==> src/rtl/ci_watch_pkg.sv <==
package ci_watch_pkg;

  localparam int unsigned RD_W = 8;

  typedef enum logic [1:0] {
    SEL_MEM  = 2'd0,
    SEL_FIFO = 2'd1,
    SEL_STAT = 2'd2,
    SEL_NONE = 2'd3
  } rd_sel_e;

  // queue entry: valid/upstream flag in bit 7, even slot number below
  function automatic logic [RD_W-1:0] ci_entry(input logic [RD_W-2:0] slot);
    return {1'b1, slot};
  endfunction

  // memory address accepted: upstream, even slot, no bits above the slot field
  function automatic logic ci_addr_ok(input logic [RD_W-1:0] a, input int unsigned slot_w);
    logic [RD_W-1:0] hi;
    hi = 8'h7F & ~((8'h01 << slot_w) - 8'h01);
    return a[RD_W-1] && !a[0] && ((a & hi) == 8'h00);
  endfunction

endpackage

==> src/rtl/ci_rx_capture.sv <==
module ci_rx_capture #(
  parameter int unsigned NUM_PAIRS = 16,
  parameter int unsigned CODE_W    = 4,
  localparam int unsigned PAIR_W   = $clog2(NUM_PAIRS),
  localparam int unsigned SLOT_W   = PAIR_W + 1
) (
  input  logic                                 clk,
  input  logic                                 rst_n,
  input  logic                                 rx_vld,
  input  logic [SLOT_W-1:0]                    rx_slot,
  input  logic [CODE_W-1:0]                    rx_code,
  output logic [NUM_PAIRS-1:0][CODE_W-1:0]     cap_codes
);

  for (genvar g = 0; g < NUM_PAIRS; g++) begin : g_pair
    logic hit;
    assign hit = rx_vld && (rx_slot == SLOT_W'(2 * g + 1));
    always_ff @(posedge clk or negedge rst_n) begin
      if (!rst_n)   cap_codes[g] <= '0;
      else if (hit) cap_codes[g] <= rx_code;
    end
  end

endmodule

==> src/rtl/ci_scan.sv <==
module ci_scan #(
  parameter int unsigned NUM_PAIRS = 16,
  parameter int unsigned CODE_W    = 4,
  localparam int unsigned PAIR_W   = $clog2(NUM_PAIRS),
  localparam int unsigned SLOT_W   = PAIR_W + 1
) (
  input  logic                             clk,
  input  logic                             rst_n,
  input  logic                             frame_sync,
  input  logic [NUM_PAIRS-1:0][CODE_W-1:0] cap_codes,
  input  logic [NUM_PAIRS-1:0]             en_pairs,
  output logic [NUM_PAIRS-1:0][CODE_W-1:0] stored,
  output logic                             busy,
  output logic                             push_evt,
  output logic [SLOT_W-1:0]                push_slot
);

  logic [NUM_PAIRS-1:0][CODE_W-1:0] snap;
  logic [PAIR_W-1:0]                idx;
  logic                             last;
  logic                             differs;

  assign last      = (idx == PAIR_W'(NUM_PAIRS - 1));
  assign differs   = (snap[idx] != stored[idx]);
  assign push_evt  = busy && en_pairs[idx] && differs;
  assign push_slot = {idx, 1'b0};

  always_ff @(posedge clk or negedge rst_n) begin
    if (!rst_n) begin
      snap   <= '0;
      stored <= '0;
      busy   <= 1'b0;
      idx    <= '0;
    end else if (!busy) begin
      if (frame_sync) begin
        snap <= cap_codes;
        busy <= 1'b1;
        idx  <= '0;
      end
    end else begin
      if (push_evt) stored[idx] <= snap[idx];
      idx <= last ? '0 : idx + 1'b1;
      if (last) busy <= 1'b0;
    end
  end

endmodule

==> src/rtl/ci_addr_fifo.sv <==
module ci_addr_fifo #(
  parameter int unsigned DEPTH  = 8,
  parameter int unsigned DATA_W = 8,
  localparam int unsigned PTR_W = $clog2(DEPTH),
  localparam int unsigned CNT_W = PTR_W + 1
) (
  input  logic              clk,
  input  logic              rst_n,
  input  logic              push,
  input  logic [DATA_W-1:0] push_data,
  input  logic              pop,
  output logic [DATA_W-1:0] pop_data,
  output logic              empty,
  output logic              full,
  output logic              drop,
  output logic [CNT_W-1:0]  count
);

  logic [DATA_W-1:0] mem [DEPTH];
  logic [PTR_W-1:0]  wp, rp;
  logic              do_push, do_pop;

  assign empty    = (count == '0);
  assign full     = (count == CNT_W'(DEPTH));
  assign do_pop   = pop && !empty;
  assign do_push  = push && (!full || do_pop);
  assign drop     = push && !do_push;
  assign pop_data = mem[rp];

  always_ff @(posedge clk or negedge rst_n) begin
    if (!rst_n) begin
      wp    <= '0;
      rp    <= '0;
      count <= '0;
      for (int i = 0; i < DEPTH; i++) mem[i] <= '0;
    end else begin
      if (do_push) begin
        mem[wp] <= push_data;
        wp      <= (wp == PTR_W'(DEPTH - 1)) ? '0 : wp + 1'b1;
      end
      if (do_pop) rp <= (rp == PTR_W'(DEPTH - 1)) ? '0 : rp + 1'b1;
      if (do_push && !do_pop)      count <= count + 1'b1;
      else if (do_pop && !do_push) count <= count - 1'b1;
    end
  end

endmodule

==> src/rtl/ci_watch.sv <==
module ci_watch
  import ci_watch_pkg::*;
#(
  parameter int unsigned NUM_PAIRS  = 16,
  parameter int unsigned CODE_W     = 4,
  parameter int unsigned FIFO_DEPTH = 8,
  localparam int unsigned PAIR_W    = $clog2(NUM_PAIRS),
  localparam int unsigned SLOT_W    = PAIR_W + 1,
  localparam int unsigned CNT_W     = $clog2(FIFO_DEPTH) + 1
) (
  input  logic                 clk,
  input  logic                 rst_n,
  input  logic                 frame_sync,
  input  logic                 rx_vld,
  input  logic [SLOT_W-1:0]    rx_slot,
  input  logic [CODE_W-1:0]    rx_code,
  input  logic [NUM_PAIRS-1:0] en_pairs,
  input  logic                 rd_en,
  input  logic [1:0]           rd_sel,
  input  logic [RD_W-1:0]      rd_addr,
  output logic [RD_W-1:0]      rd_data,
  output logic                 irq
);

  logic [NUM_PAIRS-1:0][CODE_W-1:0] cap_codes;
  logic [NUM_PAIRS-1:0][CODE_W-1:0] stored;
  logic                             scan_busy;
  logic                             push_evt;
  logic [SLOT_W-1:0]                push_slot;
  logic [RD_W-1:0]                  fifo_head;
  logic                             fifo_empty, fifo_full, drop_evt;
  logic [CNT_W-1:0]                 fifo_count;
  logic                             fifo_pop, stat_rd;
  logic                             ovf_q, flag_q;
  logic [RD_W-1:0]                  rd_next;
  logic [PAIR_W-1:0]                rd_pair;

  ci_rx_capture #(.NUM_PAIRS(NUM_PAIRS), .CODE_W(CODE_W)) u_cap (
    .clk(clk), .rst_n(rst_n), .rx_vld(rx_vld), .rx_slot(rx_slot),
    .rx_code(rx_code), .cap_codes(cap_codes)
  );

  ci_scan #(.NUM_PAIRS(NUM_PAIRS), .CODE_W(CODE_W)) u_scan (
    .clk(clk), .rst_n(rst_n), .frame_sync(frame_sync), .cap_codes(cap_codes),
    .en_pairs(en_pairs), .stored(stored), .busy(scan_busy),
    .push_evt(push_evt), .push_slot(push_slot)
  );

  ci_addr_fifo #(.DEPTH(FIFO_DEPTH), .DATA_W(RD_W)) u_fifo (
    .clk(clk), .rst_n(rst_n), .push(push_evt),
    .push_data(ci_entry((RD_W-1)'(push_slot))), .pop(fifo_pop),
    .pop_data(fifo_head), .empty(fifo_empty), .full(fifo_full),
    .drop(drop_evt), .count(fifo_count)
  );

  assign fifo_pop = rd_en && (rd_sel == SEL_FIFO);
  assign stat_rd  = rd_en && (rd_sel == SEL_STAT);
  assign rd_pair  = rd_addr[SLOT_W-1:1];
  assign irq      = flag_q || !fifo_empty;

  always_comb begin
    case (rd_sel)
      SEL_MEM:  rd_next = ci_addr_ok(rd_addr, SLOT_W) ? RD_W'(stored[rd_pair]) : '0;
      SEL_FIFO: rd_next = fifo_empty ? '0 : fifo_head;
      SEL_STAT: rd_next = {6'b0, ovf_q, flag_q};
      default:  rd_next = '0;
    endcase
  end

  always_ff @(posedge clk or negedge rst_n) begin
    if (!rst_n) begin
      rd_data <= '0;
      ovf_q   <= 1'b0;
      flag_q  <= 1'b0;
    end else begin
      if (rd_en) rd_data <= rd_next;
      if (drop_evt)     ovf_q <= 1'b1;
      else if (stat_rd) ovf_q <= 1'b0;
      if (push_evt)     flag_q <= 1'b1;
      else if (stat_rd) flag_q <= 1'b0;
    end
  end

endmodule

==> config.mk <==
export PLATFORM = sky130hd
export DESIGN_NAME = ci_watch
export DESIGN_NICKNAME = d
export VERILOG_FILES = /design/src/rtl/ci_watch_pkg.sv /design/src/rtl/ci_rx_capture.sv /design/src/rtl/ci_scan.sv /design/src/rtl/ci_addr_fifo.sv /design/src/rtl/ci_watch.sv
export SDC_FILE = /design/constraint.sdc
export NUM_CORES = 1
export LEC_CHECK = 0
export ABC_AREA = 1
export BUFFER_PORTS_ARGS = -buffer_cell sky130_fd_sc_hd__buf_2
export CORE_MARGIN = 1
export CORE_UTILIZATION = 55
export DETAILED_ROUTE_END_ITERATION = 16
export GPL_ROUTABILITY_DRIVEN = 0
export PLACE_DENSITY = 0.75
export SYNTH_ARGS = -nofsm -noshare
export SYNTH_HDL_FRONTEND = slang
export SYNTH_SLANG_ARGS = --single-unit
==> constraint.sdc <==
create_clock -name clk -period 3.1 [get_ports clk]
set_input_delay 0.155 -clock clk [delete_from_list [all_inputs] [get_ports clk]]
set_output_delay 0.155 -clock clk [all_outputs]
set_load 0.03 [all_outputs]
==> summary.md <==
| Metric | Value |
|---|---|
| Setup Skew | 11.3 ps |
| Ys Warns | 0 |
| Number of flops mapped to enable cells by yosys | 0 |
| Io pins | 49 |
| Peak VDD IR | 0.805 mV |
| Fillers | 1934 |
| Layout area overhead | 15.3% |
| CTS Buffer Depth | 3 |
| Vias in the first global route | 10872 |
| First-pass GRT wire length | 54.6 mm |
| Critical-path cell with the highest stage delay | dfrtp_2 |
| Grt ovf | 0 |
| Most frequent cell on the critical path | nand2_1 |
| TritonRoute pass-1 iters | 6 |
| Critical Path AT | 3470 ps |
| F_max | 0.328 GHz |
| DR WL/cell | 16.6 um |
| Worst-Skew Late Latency | 550 ps |
| Placed Instances | 2044 |
| Synth Area in Adders | 1.22% |
| Largest family of logic cells by synthesized area | simple AND/OR/NAND/NOR gates |
| Slew Limit Fails | 0 |
| Initial DRC Count | 1238 |
| Cts bufs inserted | 28 |
| XOR/XNOR share of the synthesized area | 0.204% |
| Rel. slew slack | 37.0% |
| Root Driver | clkbuf_16 |
| Final min period | 3050 ps |
| CP Class | flop to flop |
| Fin. Hold Viols | 0 |
| Register area share after synthesis | 49.6% |
| Die Wd | 155 um |
| Share of cells above drive strength 1 | 12.0% |
| Critical Path Max Stage Delay | 530 ps |
| Flops & latches, synth | 255 |
| Number of routed nets with antenna violations | 0 |
| H-tree depth | 1 |
| Mux cell area share after synthesis | 0.525% |
| Nets | 1833 |
| Die Ht | 155 um |
| Critical path buffer and inverter count | 4 |
| Area after DPL | 13400 sq um |
| Cell row count | 55 |
| Worst Tran Pin Value | 945 ps |
| Port Buffer Count | 46 |
| DRC | 0 |
| Area contributors post-synth | dfrtp_1 50%, nand2_1 17%, o21ai_0 5.7% |
| Initial core utilization | 56.5% |
| Total power | 17100 uW |
| Vias per cell | 5.52 |
| Fin util | 65.2% |
| Vias | 11681 |
| Clock Power Share | 19.2% |
| Tcrit/Tclk final | 98.3% |
| Final Cell Area | 14800 sq um |
| Pint | 9500 uW |
| CP Cell Sequence | buf_6 -> clkbuf_16 -> nand2_1 -> nand2_1 -> o21ai_0 -> nand2_1 -> nand2_1 -> o21ai_1 -> nand2_2 -> nor2_4 -> nand2_4 -> nand3_4 -> inv_4 -> ha_4 -> inv_4 -> ha_4 -> a21o_1 -> a21oi_2 -> nand2_1 -> nand2_1 -> nor2_1 -> xor2_1 |
| Sw Ratio | 44.6% |
| P per Cell Area | 1150 nW/um^2 |
| TritonCTS clock tree | done |
| Initial antenna violation count | 0 |
| Largest net degree at the start of global routing | 95 |
| Top_reg_cell synth | dfrtp_1 |
| Hold WC Path Type | input port to flop |
| Synth cell types | 38 |
| Fin cells | 2116 |
| Final Setup Violations | 0 |
| Leak | 0.00771 uW |
| Sequential cell fraction of total power | 31.1% |
| Cell taking the most area after synthesis | dfrtp_1 |
| Top cell family by delay on the critical path | simple AND/OR/NAND/NOR gates |
| Max Cap Viol | 0 |
| Crit start category | flop |
| Area share of the largest cell type after synthesis | 49.6% |
| Inserted Diodes | 0 |
| Switching pwr | 7640 uW |
| Hold Slack | 33.6 ps |
| Dpl hpwl | 21.8 mm |
| Clock transition at path regs | 60 ps |
| CTS sink cnt | 255 |
| Die Area | 24000 sq um |
| Synthesized cell area | 12900 sq um |
| Synth Area in Compound Gates | 11.0% |
| Synthesized area per cell | 7.46 sq um |
| Setup crit end kind | flop |
| Post-Synthesis Cells | 1725 |
| Status | finished, final reports clean |
| Drt total wl | 35.0 mm |
| Crit Path Max Fanout | 8 |
| Fraction of the mapped netlist area in simple logic gates | 28.7% |
| Core area | 22800 sq um |
| Post-synth ARST share | 100% |
| Critical Path RT | 3530 ps |
| Combinational share of power | 49.7% |
| Global-route usage over all layers | 28.3% |
-- per-layer routing --
layer,vias to the layer above,global-route usage [%],wire [um]
met5,-,0,0
met4,0,9.01,966
met3,85,4.15,2720
met2,522,46.7,16400
met1,5504,38.7,15000
li1,5570,-,-
-- cell usage after synthesis, types with 2 or more instances --
master,n
inv_1,172
o211ai_1,3
nor3_1,18
nand2_1,585
o22ai_1,9
buf_6,12
o21ai_0,147
ha_1,11
nand2_2,5
nor2_1,167
nor2_2,5
buf_4,10
dfrtp_1,255
o21ai_1,5
o221ai_1,6
buf_1,5
mux2_2,6
a21oi_1,93
nand4_1,9
nand3_1,127
buf_2,15
xnor2_1,2
clkbuf_1,34
a31oi_1,2
inv_2,9
-- power by group through the flow --
stage	sequential (uW)	clock, uW	combinational (uW)
after floorplan	5100	0	5510
after global placement	5280	0	7120
after detailed placement	5310	0	7310
after CTS	5270	3350	7370
after global routing	5450	3470	9410
final	5330	3290	8520
-- flip-flops by register name, summed over array words and instances, names as in the netlist, 3 cells and up --
name             flops
rd_data              6
u_cap.cap_codes     64
u_fifo.count         4
u_fifo.mem          40
u_fifo.rp            3
u_fifo.wp            3
u_scan.idx           4
u_scan.snap         64
u_scan.stored       64
-- layout make-up --
class | count | area (sq um) | area share, %
flip-flops and latches | 255 | 6380 | 43.0
multi-input cells | 1212 | 5540 | 37.3
repair buffers | 101 | 903 | 6.09
clock buffers | 35 | 767 | 5.17
inverters | 183 | 699 | 4.71
well taps | 313 | 392 | 2.64
clock inverters | 17 | 158 | 1.06
-- metrics by stage --
step	setup TNS (ps)	setup slack, ps
floorplan	0	56.5
global placement	0	104
detailed placement	0	75.7
CTS	0	37.7
global route	-87.7	-87.7
finish	0	53.9
-- worst register-to-register path: stages, from the launching register on --
cell	delay, ps
dfrtp_2	530
buf_6	170
clkbuf_16	160
nand2_1	60
nand2_1	70
o21ai_0	120
nand2_1	80
nand2_1	80
o21ai_1	160
nand2_2	80
nor2_4	120
nand2_4	70
nand3_4	70
inv_4	40
ha_4	160
inv_4	60
ha_4	190
a21o_1	160
a21oi_2	160
nand2_1	90
nand2_1	80
nor2_1	60
xor2_1	130
-- layout by cell type (no fill, tap or decap), types with 3 or more instances in the layout --
master / netlist / routed
a21oi_1: 93 / 91
buf_12: 0 / 8
buf_2: 15 / 45
buf_4: 10 / 31
buf_6: 12 / 4
clkbuf_1: 34 / 3
clkbuf_16: 0 / 35
clkbuf_8: 0 / 4
clkinv_2: 0 / 10
clkinvlp_4: 0 / 3
dfrtp_1: 255 / 254
dlygate4sd3_1: 0 / 5
ha_1: 11 / 8
ha_4: 0 / 3
inv_1: 172 / 170
inv_2: 9 / 9
mux2_2: 6 / 6
nand2_1: 585 / 562
nand2_2: 5 / 27
nand3_1: 127 / 125
nand4_1: 9 / 9
nor2_1: 167 / 158
nor2_2: 5 / 10
nor2_4: 0 / 4
nor3_1: 18 / 18
o211ai_1: 3 / 3
o21ai_0: 147 / 147
o21ai_1: 5 / 5
o221ai_1: 6 / 6
o22ai_1: 9 / 9
-- kinds of logic after synthesis --
group | count (synthesis)
multiplexers | 6
XOR/XNOR | 3
AO/OA/AOI/OAI | 270
AND/OR/NAND/NOR | 919
buffers and inverters | 259
flip-flops | 255
other | 1
adder cells (fa/ha/maj) | 12
-- timing repair --
item                       CTS  global route
setup endpoints to repair    0             2
resized for setup            0            54
buffers inserted             0             5
hold endpoints to repair    92             0
hold buffers                 5             0
-- worst paths after layout --
| kind | start | to | slack [ps] | cells past startpoint |
|---|---|---|---|---|
| worst max-delay path | u_scan.idx[0] | u_fifo.count[3] | 50 | 22 |
| worst min-delay path | rd_sel[1] | rd_data[0] | 30 | 4 |
| worst max register to register | u_scan.idx[0] | u_fifo.count[3] | 50 | 22 |
| worst min register to register | u_fifo.mem[55] | u_fifo.mem[55] | 450 | 2 |
| max in group asynchronous | rst_n | u_fifo.mem[26] | 1850 | 3 |
| min in group asynchronous | rst_n | u_scan.stored[29] | 200 | 2 |
No activity file was read; power rests on OpenSTA's default activity.
